**src/rtl/sp_gpio_pkg.sv**
```systemverilog
// Package: field positions of the pin-control register shared by the
// register file, the bench-facing top and any neighbour decoding it.
// Assumes a 16-bit register and four bidirectional clock/frame-sync pins.
package sp_gpio_pkg;
    localparam int CFG_W    = 16;
    localparam int NPIN     = 4;   // 0 rx clk, 1 tx clk, 2 rx fsync, 3 tx fsync
    localparam int VAL_LSB  = 0;
    localparam int DR_BIT   = 4;
    localparam int DX_BIT   = 5;
    localparam int CLKS_BIT = 6;
    localparam int DIR_LSB  = 8;
    localparam int RXEN_BIT = 12;
    localparam int TXEN_BIT = 13;
endpackage

```
**src/rtl/sp_gpio_sync.sv**
```systemverilog
// Module: multi-bit level synchronizer.
// Each bit passes through STAGES flops; assumes the inputs are
// quasi-static levels, so bits need not stay coherent with each other.
module sp_gpio_sync #(
    parameter int W      = 6,
    parameter int STAGES = 2
) (
    input  logic         clk,
    input  logic         rst_n,
    input  logic [W-1:0] din,
    output logic [W-1:0] dout
);
    logic [STAGES-1:0][W-1:0] chain_q;

    // shift pad levels through the flop chain
    always_ff @(posedge clk) begin
        if (!rst_n) begin
            chain_q <= '0;
        end else begin
            chain_q[0] <= din;
            for (int s = 1; s < STAGES; s++) begin
                chain_q[s] <= chain_q[s-1];
            end
        end
    end

    assign dout = chain_q[STAGES-1];
endmodule

```
**src/rtl/sp_gpio_regs.sv**
```systemverilog
// Module: configuration register and ownership decode.
// Holds the direction, enable, value and transmit-data bits. Works out
// which pins the GPIO function owns, and builds the read view. Writes
// to the value bits are gated by the ownership in force before the write.
module sp_gpio_regs
    import sp_gpio_pkg::*;
(
    input  logic             clk,
    input  logic             rst_n,
    input  logic             wr_en,
    input  logic [CFG_W-1:0] wdata,
    input  logic             tx_rst_active,
    input  logic             rx_rst_active,
    input  logic [NPIN-1:0]  sync_cf,
    input  logic             sync_dr,
    input  logic             sync_clks,
    output logic [CFG_W-1:0] rdata,
    output logic [NPIN-1:0]  val,
    output logic [NPIN-1:0]  dir,
    output logic             dx_stat,
    output logic [NPIN-1:0]  pin_own,
    output logic             tx_own,
    output logic             rx_own
);
    logic [NPIN-1:0] val_q, dir_q;
    logic            dx_q, txen_q, rxen_q;
    logic [CFG_W-1:0] unused_wbits;

    assign unused_wbits = wdata;
    assign tx_own = tx_rst_active & txen_q;
    assign rx_own = rx_rst_active & rxen_q;

    // map each pin onto its direction group (odd = transmit)
    for (genvar g = 0; g < NPIN; g++) begin : g_own
        if (g % 2 == 1) begin : g_tx
            assign pin_own[g] = tx_own;
        end else begin : g_rx
            assign pin_own[g] = rx_own;
        end
    end

    // register update; value bits gated by prior ownership and direction
    always_ff @(posedge clk) begin
        if (!rst_n) begin
            val_q  <= '0;
            dir_q  <= '0;
            dx_q   <= 1'b0;
            txen_q <= 1'b0;
            rxen_q <= 1'b0;
        end else if (wr_en) begin
            dir_q  <= wdata[DIR_LSB +: NPIN];
            txen_q <= wdata[TXEN_BIT];
            rxen_q <= wdata[RXEN_BIT];
            for (int i = 0; i < NPIN; i++) begin
                if (pin_own[i] && dir_q[i]) val_q[i] <= wdata[VAL_LSB + i];
            end
            if (tx_own) dx_q <= wdata[DX_BIT];
        end
    end

    // read view: stored value for owned outputs, sampled level otherwise
    always_comb begin
        rdata = '0;
        for (int i = 0; i < NPIN; i++) begin
            rdata[VAL_LSB + i] = (pin_own[i] && dir_q[i]) ? val_q[i] : sync_cf[i];
        end
        rdata[DR_BIT]   = rx_own & sync_dr;
        rdata[DX_BIT]   = dx_q;
        rdata[CLKS_BIT] = tx_own & rx_own & sync_clks;
        rdata[DIR_LSB +: NPIN] = dir_q;
        rdata[RXEN_BIT] = rxen_q;
        rdata[TXEN_BIT] = txen_q;
    end

    assign val     = val_q;
    assign dir     = dir_q;
    assign dx_stat = dx_q;

    for (genvar g = 0; g < NPIN; g++) begin : g_chk

        val_hold_chk: assert property (@(posedge clk) disable iff (!rst_n)
            !(pin_own[g] && dir_q[g]) |=> (val_q[g] == $past(val_q[g])));
    end


    dx_hold_chk: assert property (@(posedge clk) disable iff (!rst_n)
        !tx_own |=> (dx_q == $past(dx_q)));
endmodule

```
**src/rtl/sp_gpio_pinmux.sv**
```systemverilog
// Module: pad drive selection.
// Owned clock/frame-sync pins take their enable from the direction bit and
// their drive from the value bit. The owned transmit data pin always
// drives the stored transmit-data bit. Pins that are not owned pass
// the engine's signals through.
module sp_gpio_pinmux
    import sp_gpio_pkg::*;
(
    input  logic            clk,
    input  logic            rst_n,
    input  logic [NPIN-1:0] pin_own,
    input  logic [NPIN-1:0] dir,
    input  logic [NPIN-1:0] val,
    input  logic            tx_own,
    input  logic            dx_stat,
    input  logic [NPIN-1:0] eng_o,
    input  logic [NPIN-1:0] eng_oe,
    input  logic            eng_dx_o,
    input  logic            eng_dx_oe,
    output logic [NPIN-1:0] pad_o,
    output logic [NPIN-1:0] pad_oe,
    output logic            pad_dx_o,
    output logic            pad_dx_oe
);
    for (genvar g = 0; g < NPIN; g++) begin : g_pin
        // choose register or engine as the source of this pin
        always_comb begin
            if (pin_own[g]) begin
                pad_oe[g] = dir[g];
                pad_o[g]  = val[g];
            end else begin
                pad_oe[g] = eng_oe[g];
                pad_o[g]  = eng_o[g];
            end
        end


        eng_pass_chk: assert property (@(posedge clk) disable iff (!rst_n)
            !pin_own[g] |-> (pad_o[g] == eng_o[g] && pad_oe[g] == eng_oe[g]));
    end

    // transmit data pin: always an output when owned
    always_comb begin
        if (tx_own) begin
            pad_dx_oe = 1'b1;
            pad_dx_o  = dx_stat;
        end else begin
            pad_dx_oe = eng_dx_oe;
            pad_dx_o  = eng_dx_o;
        end
    end
endmodule

```
**src/rtl/sp_pin_gpio.sv**
```systemverilog
// Module: serial-port pin GPIO controller (top).
// Places a two-flop synchronizer on the pad inputs, then the register
// file, then the pad drive mux. It assumes the engine's reset flags are
// synchronous to clk.
module sp_pin_gpio
    import sp_gpio_pkg::*;
#(
    parameter int SYNC_STAGES = 2
) (
    input  logic        clk,
    input  logic        rst_n,
    input  logic        cfg_wr,
    input  logic [15:0] cfg_wdata,
    output logic [15:0] cfg_rdata,
    input  logic        tx_rst_active,
    input  logic        rx_rst_active,
    input  logic [3:0]  eng_cf_o,
    input  logic [3:0]  eng_cf_oe,
    output logic [3:0]  eng_cf_i,
    input  logic        eng_dx_o,
    input  logic        eng_dx_oe,
    output logic        eng_dr_i,
    output logic        eng_clks_i,
    input  logic [3:0]  pad_cf_i,
    output logic [3:0]  pad_cf_o,
    output logic [3:0]  pad_cf_oe,
    output logic        pad_dx_o,
    output logic        pad_dx_oe,
    input  logic        pad_dr_i,
    input  logic        pad_clks_i
);
    localparam int SW = NPIN + 2;

    logic [SW-1:0]   sync_out;
    logic [NPIN-1:0] val, dir, pin_own;
    logic            dx_stat, tx_own, rx_own;

    assign eng_cf_i   = pad_cf_i;
    assign eng_dr_i   = pad_dr_i;
    assign eng_clks_i = pad_clks_i;

    sp_gpio_sync #(.W(SW), .STAGES(SYNC_STAGES)) sync_i (
        .clk  (clk),
        .rst_n(rst_n),
        .din  ({pad_clks_i, pad_dr_i, pad_cf_i}),
        .dout (sync_out)
    );

    sp_gpio_regs regs_i (
        .clk          (clk),
        .rst_n        (rst_n),
        .wr_en        (cfg_wr),
        .wdata        (cfg_wdata),
        .tx_rst_active(tx_rst_active),
        .rx_rst_active(rx_rst_active),
        .sync_cf      (sync_out[NPIN-1:0]),
        .sync_dr      (sync_out[NPIN]),
        .sync_clks    (sync_out[NPIN+1]),
        .rdata        (cfg_rdata),
        .val          (val),
        .dir          (dir),
        .dx_stat      (dx_stat),
        .pin_own      (pin_own),
        .tx_own       (tx_own),
        .rx_own       (rx_own)
    );

    sp_gpio_pinmux mux_i (
        .clk      (clk),
        .rst_n    (rst_n),
        .pin_own  (pin_own),
        .dir      (dir),
        .val      (val),
        .tx_own   (tx_own),
        .dx_stat  (dx_stat),
        .eng_o    (eng_cf_o),
        .eng_oe   (eng_cf_oe),
        .eng_dx_o (eng_dx_o),
        .eng_dx_oe(eng_dx_oe),
        .pad_o    (pad_cf_o),
        .pad_oe   (pad_cf_oe),
        .pad_dx_o (pad_dx_o),
        .pad_dx_oe(pad_dx_oe)
    );


    dr_gate_chk: assert property (@(posedge clk) disable iff (!rst_n)
        !(rx_rst_active && cfg_rdata[RXEN_BIT]) |-> !cfg_rdata[DR_BIT]);


    clks_gate_chk: assert property (@(posedge clk) disable iff (!rst_n)
        !(tx_rst_active && rx_rst_active && cfg_rdata[TXEN_BIT] && cfg_rdata[RXEN_BIT])
        |-> !cfg_rdata[CLKS_BIT]);


    spare_zero_chk: assert property (@(posedge clk) disable iff (!rst_n)
        cfg_rdata[7] == 1'b0 && cfg_rdata[15:14] == 2'b00);
endmodule

```
**config.mk**
```make
export PLATFORM = sky130hd
export DESIGN_NAME = sp_pin_gpio
export DESIGN_NICKNAME = d
export VERILOG_FILES = /design/src/rtl/sp_gpio_pkg.sv /design/src/rtl/sp_gpio_sync.sv /design/src/rtl/sp_gpio_regs.sv /design/src/rtl/sp_gpio_pinmux.sv /design/src/rtl/sp_pin_gpio.sv
export SDC_FILE = /design/constraint.sdc
export NUM_CORES = 1
export LEC_CHECK = 0
export ABC_AREA = 1
export CORE_UTILIZATION = 44
export CTS_CLUSTER_SIZE = 24
export DETAILED_ROUTE_END_ITERATION = 8
export DONT_BUFFER_PORTS = 1
export GPL_TIMING_DRIVEN = 0
export SETUP_SLACK_MARGIN = 0.1
export SLEW_MARGIN = 20
export SYNTH_ARGS = -nofsm -noshare
export SYNTH_HDL_FRONTEND = slang
export SYNTH_SLANG_ARGS = --single-unit
```
**constraint.sdc**
```tcl
create_clock -name clk -period 1.2 [get_ports clk]
set_input_delay 0.12 -clock clk [delete_from_list [all_inputs] [get_ports clk]]
set_output_delay 0.12 -clock clk [all_outputs]
set_load 0.01 [all_outputs]
```
=== Word-level counts from Yosys, hierarchy flattened ===
Index checks and enable logic that the tools add are counted.

* Output and inout bits: 32
* Logic and storage cells: 38
* Input port bits: 37
* Register bits after elaboration: 23

* Reduce and logical (&&, ||, !) cells: 9
* Bitwise logic cells: 5
* Muxes and demuxes: 14

{| class="wikitable"
|+ Operator list
! cell !! count
|-
| 1-bit two-way mux || 14
|-
| 2-bit AND reduction || 5
|-
| 1-bit bitwise AND || 5
|-
| 1-bit logical AND || 4
|}

=== Longest topological paths before layout ===
Gate-level depths: netlist of run 1.

* Depth in word-level cells: 3
* Gate-level depth with buffers: 5
* Depth with buffers taken out: 5

=== Modules after synthesis ===
From an unflattened synthesis of run 1, not the netlist that was laid out.

* Cell total of the unflattened synthesis: 176
* Area, all modules: 1202.4 um2

{| class="wikitable"
|+ Modules (own cells, without submodules)
! module !! instances !! sequential area each (um2) !! cells each !! area an instance (um2)
|-
| sp_gpio_regs || 1 || 220.2 || 94 || 644.4
|-
| sp_gpio_sync || 1 || 240.2 || 43 || 386.6
|-
| sp_gpio_pinmux || 1 || 0.0 || 33 || 126.4
|-
| sp_pin_gpio || 1 || 0.0 || 6 || 45.0
|}

=== Worst setup path after synthesis of run 1 ===
OpenSTA, ideal clock, no wires.

* Path type: flip-flop to output port
* From: register regs_i.txen_q
* To: output cfg_rdata[1]
* Data required time: 1.080 ns
* Setup slack: 0.272 ns
* Stages on the path, launching flop included: 5
* Buffers on the path: 0
* Data arrival time: 0.808 ns
* Cell sequence: dfxtp_1 nand2_2 nor2_4 inv_2 o21ai_1

* Longest elaborated chain between the ends: 3

{| class="wikitable"
|+ RTL lines
! element !! line !! text
|-
| start: declaration || sp_gpio_regs.sv:26 || <nowiki>logic dx_q, txen_q, rxen_q;</nowiki>
|-
| start signal: assignment || sp_gpio_regs.sv:52 || <nowiki>txen_q <= wdata[TXEN_BIT];</nowiki>
|-
| 1-bit bitwise AND || sp_gpio_regs.sv:30 || <nowiki>assign tx_own = tx_rst_active & txen_q;</nowiki>
|-
| 1-bit logical AND || sp_gpio_regs.sv:65 || <nowiki>rdata[VAL_LSB + i] = (pin_own[i] && dir_q[i]) ? val_q[i] : sync_cf[i];</nowiki>
|-
| 1-bit two-way mux || sp_gpio_regs.sv:65 ||
|-
| end: declaration || sp_pin_gpio.sv:14 || <nowiki>output logic [15:0] cfg_rdata,</nowiki>
|}

Every way passes these cells.

=== Final worst setup path of run 1 ===
* From: register regs_i.dir_q[1], in the netlist regs_i.dir[1]
* To: output cfg_rdata[1]

* Longest elaborated chain between the ends: 2

{| class="wikitable"
|+ RTL lines
! element !! line !! text
|-
| start: declaration || sp_gpio_regs.sv:25 || <nowiki>logic [NPIN-1:0] val_q, dir_q;</nowiki>
|-
| start signal: assignment || sp_gpio_regs.sv:51 || <nowiki>dir_q <= wdata[DIR_LSB +: NPIN];</nowiki>
|-
| 1-bit logical AND || sp_gpio_regs.sv:65 ||
|-
| 1-bit two-way mux || sp_gpio_regs.sv:65 ||
|}

Every way passes these cells.

==> impl_metrics.ini, run 1 <==
[sta]
drv_slew = 0
setup_viol = 1
period_needed_ns = 1.20
rsz0062_at_grt = yes
clock_skew_ns = 0.00859
post-route-period-util_pct = 100
fmax_ghz = 0.832
hold_violations = 0
setup_ws_ns = -0.00167

[cells_and_area]
final_cell_mix = nand2_1 (29), inv_1 (21), buf_4 (20)
postLayoutCoreUtil_pct = 64.0
layout.cells.non_filler = 211
final_area_um2 = 1470
fill_cells = 215
drive_gt1_share_pct = 41.0
antenna-diode-count = 0
area_growth_pct = 31.3
final_common_cell = nand2_1
final_nets = 221

[floorplanning]
die_y_um = 52.5
row_count = 17
io-pin-count = 69
die_w_um = 52.5
initial_utilization_pct = 48.7
core_area_um2 = 2300
dieArea_um2 = 2750

[pwr]
ir_worst_vdd_uv = 990
p_leak_nw = 0.744
power.density_nw_per_um2 = 983

[drt]
wl_per_cell_um = 10.1
first_pass_iters = 4
postRouteAntennaNets = 0
totalWireLength_mm = 2.13
vias = 962
drc = 0
drt-initial-drc-count = 14
avgViaCountPerCell = 4.56

[global_route]
grt_util_all_layers_pct = 16.1
grt_pass1_wl_mm = 3.25
grt_overflow_total = 0
grt_pass1_vias = 798
antenna_found_initial = 0
grt_start_max_net_pins = 15

[clocking]
root_buffer = clkbuf_4
cts-buffers-inserted = 3
clk_latency_ns = 0.31
cts.sinks = 23
cts.htree.levels = 1
path_clk_slew_ns = 0.13
cts_tree = yes
cts_buffer_depth = 2

[min_path]
min_path_type = input pin to flop
hold_start = cfg_wr

[logic_synthesis]
post-synth-top-area-cell = dfxtp_1
syn_area_per_cell_um2 = 7.09
synth_cells = 158
ys_seq_area_share_pct = 41.1
ys_types = 19
syn_area_um2 = 1120
ys_seq_elements = 23
synth_area_leaders = dfxtp_1 (41%), nand2_1 (15%), buf_4 (9.4%), inv_1 (9.4%), nor2_4 (4.0%)
synth_top_area_share_pct = 41.1
yosysWarningCount = 0

[job]
cap_violations = 0

[setup_path]
critPathRequiredTime_ns = 1.08
worstSetupStartpoint = regs_i.dir[1]
startpoint_type = flop
path_class = flop to output port
reg2reg_from = regs_i.rxen_q
arrival_ns = 1.08
worst_setup_path_end_kind = output port
critical_path_peak_fanout = 3

[place]
preCtsSetupSlack_ns = 0.198
port_buffers = 0
hpwlAfterDp_mm = 1.55
gp_congestion = 0.697
placed_area_um2 = 1160
dp.cells = 188

[run_status]
status = complete, but fails checks
violations = negative setup slack
Yosys cell counts:
library cell	count
nand2_1	45
buf_4	14
o21ai_2	3
dfxtp_1	23
nor2_1	11
inv_2	3
inv_1	28
nand3_1	5
buf_2	1
nand2_2	1
nand2_4	1
o21ai_0	5
buf_6	1
nor2_4	4
nor2_2	1
o21ai_1	3
conb_1	1
a21oi_1	6
a21oi_2	2
path summary, 6_finish.rpt:
check	end	slack, ns	cells after the start
max	cfg_rdata[1]	-0.002	4
min reg2reg	sync_i.dout[4]	0.43	2
max reg2reg	regs_i.val[0]	0.25	6
min	regs_i.dir[1]	0.02	2
worst max-delay path, stage by stage, from the launching register on:
cell	delay (ns)
dfxtp_4	0.40
inv_4	0.04
nor2_4	0.12
inv_2	0.06
o21ai_2	0.16
where the power goes:
group          switching [mW]  leakage (nW)  internal, mW
combinational           0.144         0.537         0.126
sequential             0.0254         0.192         0.800
clock                   0.224        0.0139         0.127
total                   0.394         0.744          1.05
kinds of logic (layout without fill, tap and decap cells):
logic type	after synthesis	after routing	synth area share, %
buffers and inverters	47	70	21.2
DFF	23	23	41.1
other	1	3	0.335
and+or+nand+nor	68	68	27.2
AOI/OAI and AO/OA	19	19	10.2
final cells by class:
| cell class | instances | area (µm²) | share of cell area [%] |
|---|---|---|---|
| clock inverter | 1 | 7.51 | 0.511 |
| inverter | 31 | 124 | 8.43 |
| multi-input combinational | 90 | 504 | 34.3 |
| tap | 28 | 35.0 | 2.38 |
| buffer | 16 | 125 | 8.51 |
| timing repair buffer | 19 | 176 | 12.0 |
| sequential | 23 | 475 | 32.3 |
| clock buffer | 3 | 22.5 | 1.53 |
flip-flops by register name, summed over array words and instances (netlist names):
register        flops
regs_i.dx_stat      1
regs_i.rxen_q       1
regs_i.val          4
regs_i.dir          4
sync_i.dout         6
regs_i.txen_q       1
sync_i.chain_q      6
metal layers:
| layer | share of wire, % | vias to the layer above | GRT usage (%) | wire length (µm) |
|---|---|---|---|---|
| li1 | - | 504 | - | - |
| met1 | 42 | 419 | 16.9 | 883 |
| met2 | 50 | 37 | 30.0 | 1060 |
| met3 | 7.8 | 2 | 6.67 | 166 |
| met4 | 0.66 | 0 | 2.63 | 14 |
| met5 | 0 | - | 0 | 0 |
timing repair:
action,CTS,global route
resized for setup,29,16
setup endpoints to repair,16,16
pin swaps,11,8
setup buffers,5,2
hold buffers,12,0
hold endpoints to repair,13,0
per-stage QoR:
| step | setup TNS [ns] | hold slack [ns] | total power, mW |
|---|---|---|---|
| finish | -0.00167 | 0.0160 | 1.45 |
| global route | -0.435 | 0.0153 | 1.53 |
| CTS | -0.118 | 0.00976 | 1.45 |
| detailed placement | 0 | 0.219 | 1.04 |
| global placement | 0 | 0.217 | 1.03 |
| floorplan | 0 | 0.213 | 1.01 |
Power figures use the tool's default switching activity.
==> run 2: changes to the inputs <==
- clock period: 1.2 -> 1.09 ns (I/O delays scaled with it)
==> run 2 against run 1 <==
Against the previous run:
- the run still ends with negative setup slack left
- die area stayed put
- core utilization is 0.60 points higher
- cell count is 0.47% higher
- non-clock buffer count is 1 higher
- critical path depth stayed put
- worst hold slack worse by 0.011 ns
- via count is 1.0% higher
- combinational power is 12% higher
- first-iteration DRC count is 36% lower
- register-to-register slack worse by 0.11 ns
- critical path type unchanged
- critical endpoint unchanged
- largest cell class unchanged
==> impl_metrics.ini, run 2 (synthesis results as in run 1) <==
[run_status]
status = complete, but fails checks
violations = negative setup slack

[setup_path]
critPathSlowestCell = dfxtp_4
worstSetupStartpoint = regs_i.dir[1]
r2r_end = regs_i.val[0]
path_cells = inv_4, nor2_4, inv_2, o21ai_2
critPathRequiredTime_ns = 0.98
rr_worst_depth = 6
critical_path_peak_fanout = 3
worst_setup_path_end_kind = output port
reg2reg_slack_ns = 0.14
reg2reg_from = regs_i.rxen_q
path_delay_family = flip-flops
path_class = flop to output port
arrival_ns = 1.08
startpoint_type = flop
path_buf_inv = 2
critPathMaxStageDelay_ns = 0.40

[drt]
first_pass_iters = 4
vias = 972
postRouteAntennaNets = 0
wl_per_cell_um = 10.2
drc = 0
totalWireLength_mm = 2.17
avgViaCountPerCell = 4.58
drt-initial-drc-count = 9

[cells_and_area]
final_cell_mix = nand2_1 (29), inv_1 (21), buf_4 (19)
drive_gt1_share_pct = 40.8
layout.cells.non_filler = 212
final_common_cell = nand2_1
antenna-diode-count = 0
final_nets = 222
fill_cells = 216
area_growth_pct = 32.5

[min_path]
min_path_type = input pin to flop
hold_path_depth = 2
holdPathEnd = regs_i.dir[1]
hold_start = cfg_wr

[place]
gp_congestion = 0.697
hpwlAfterDp_mm = 1.55
preCtsSetupSlack_ns = 0.0990
dp.cells = 188
port_buffers = 0

[floorplanning]
die_w_um = 52.5
die_y_um = 52.5
initial_utilization_pct = 48.7
row_count = 17
dieArea_um2 = 2750
io-pin-count = 69
core_area_um2 = 2300

[global_route]
grt_start_max_net_pins = 15
grt_pass1_vias = 808
grt_util_all_layers_pct = 16.5
antenna_found_initial = 0
grt_pass1_wl_mm = 3.31
grt_overflow_total = 0

[clocking]
cts_buffer_depth = 2
path_clk_slew_ns = 0.13
root_buffer = clkbuf_4
cts-buffers-inserted = 3
cts_tree = yes
cts.htree.levels = 1
cts.sinks = 23
clk_latency_ns = 0.31

[sta]
drv_slew = 0
fmax_ghz = 0.840
clock_skew_ns = 0.00560
period_needed_ns = 1.19
setup_viol = 16
post-route-period-util_pct = 109
hold_violations = 0
rsz0062_at_grt = yes
setup_ws_ns = -0.101

[pwr]
ir_worst_vdd_uv = 1080
power.density_nw_per_um2 = 1080
p_leak_nw = 0.749

[job]
cap_violations = 0
## run 2: cell count changes in the layout (fill, tap and decap cells not counted)
cell and delta:
buf_4 -1, dlygate4sd3_1 +1, buf_6 +1
## run 2: worst register-to-register path, delay by kind of cell, from the launching register on
family / cells / cell delay, ns
and+or+nand+nor: 5 / 0.37
buffers and inverters: 1 / 0.13
DFF: 1 / 0.37
## run 2: worst max-delay path by stage
| stage | endpoint | cells after the start |
|---|---|---|
| after floorplan | cfg_rdata[1] | 4 |
| after global placement | cfg_rdata[1] | 4 |
| after detailed placement | cfg_rdata[6] | 4 |
| after CTS | cfg_rdata[1] | 4 |
| after global routing | cfg_rdata[1] | 4 |
| final | cfg_rdata[1] | 4 |
## run 2: routing by layer
layer	global-route usage, %	up-vias	wire length [µm]
li1	-	506	-
met1	17.6	427	914
met2	30.8	37	1080
met3	6.09	2	157
met4	2.63	0	14
met5	0	-	0
## run 2: per-stage QoR
step / hold WS, ns / instance area (µm²) / utilization, % / TNS [ns] / power (mW)
final: 0.00469 / 1480 / 64.6 / -1.03 / 1.60
after global routing: 0.00469 / 1480 / 64.6 / -1.92 / 1.68
after CTS: 0.00329 / 1420 / 61.9 / -1.43 / 1.60
after detailed placement: 0.208 / 1160 / 50.6 / 0 / 1.14
after global placement: 0.206 / 1160 / 50.6 / 0 / 1.14
after floorplan: 0.202 / 1130 / - / 0 / 1.11
## run 2: cell type report
cell class,instances,area (µm²),share of cell area [%]
tap,28,35.0,2.36
clock buffer,3,22.5,1.52
timing repair buffer,20,186,12.6
clock inverter,1,7.51,0.506
multi-input combinational,90,504,34.0
buffer,16,129,8.68
sequential,23,475,32.0
inverter,31,124,8.35
## run 2: timing repair
action,CTS,global route
hold buffers,13,0
cloned,0,0
endpoints found under the hold margin,13,0
endpoints found under the setup margin,16,20
resized for setup,29,17
buffers inserted,5,2
pin swaps,10,9
## run 2: report_power, final
group	internal, mW	switching [mW]	leakage (nW)
clock	0.140	0.252	0.0139
sequential	0.880	0.0281	0.192
combinational	0.142	0.160	0.543
total	1.16	0.441	0.749
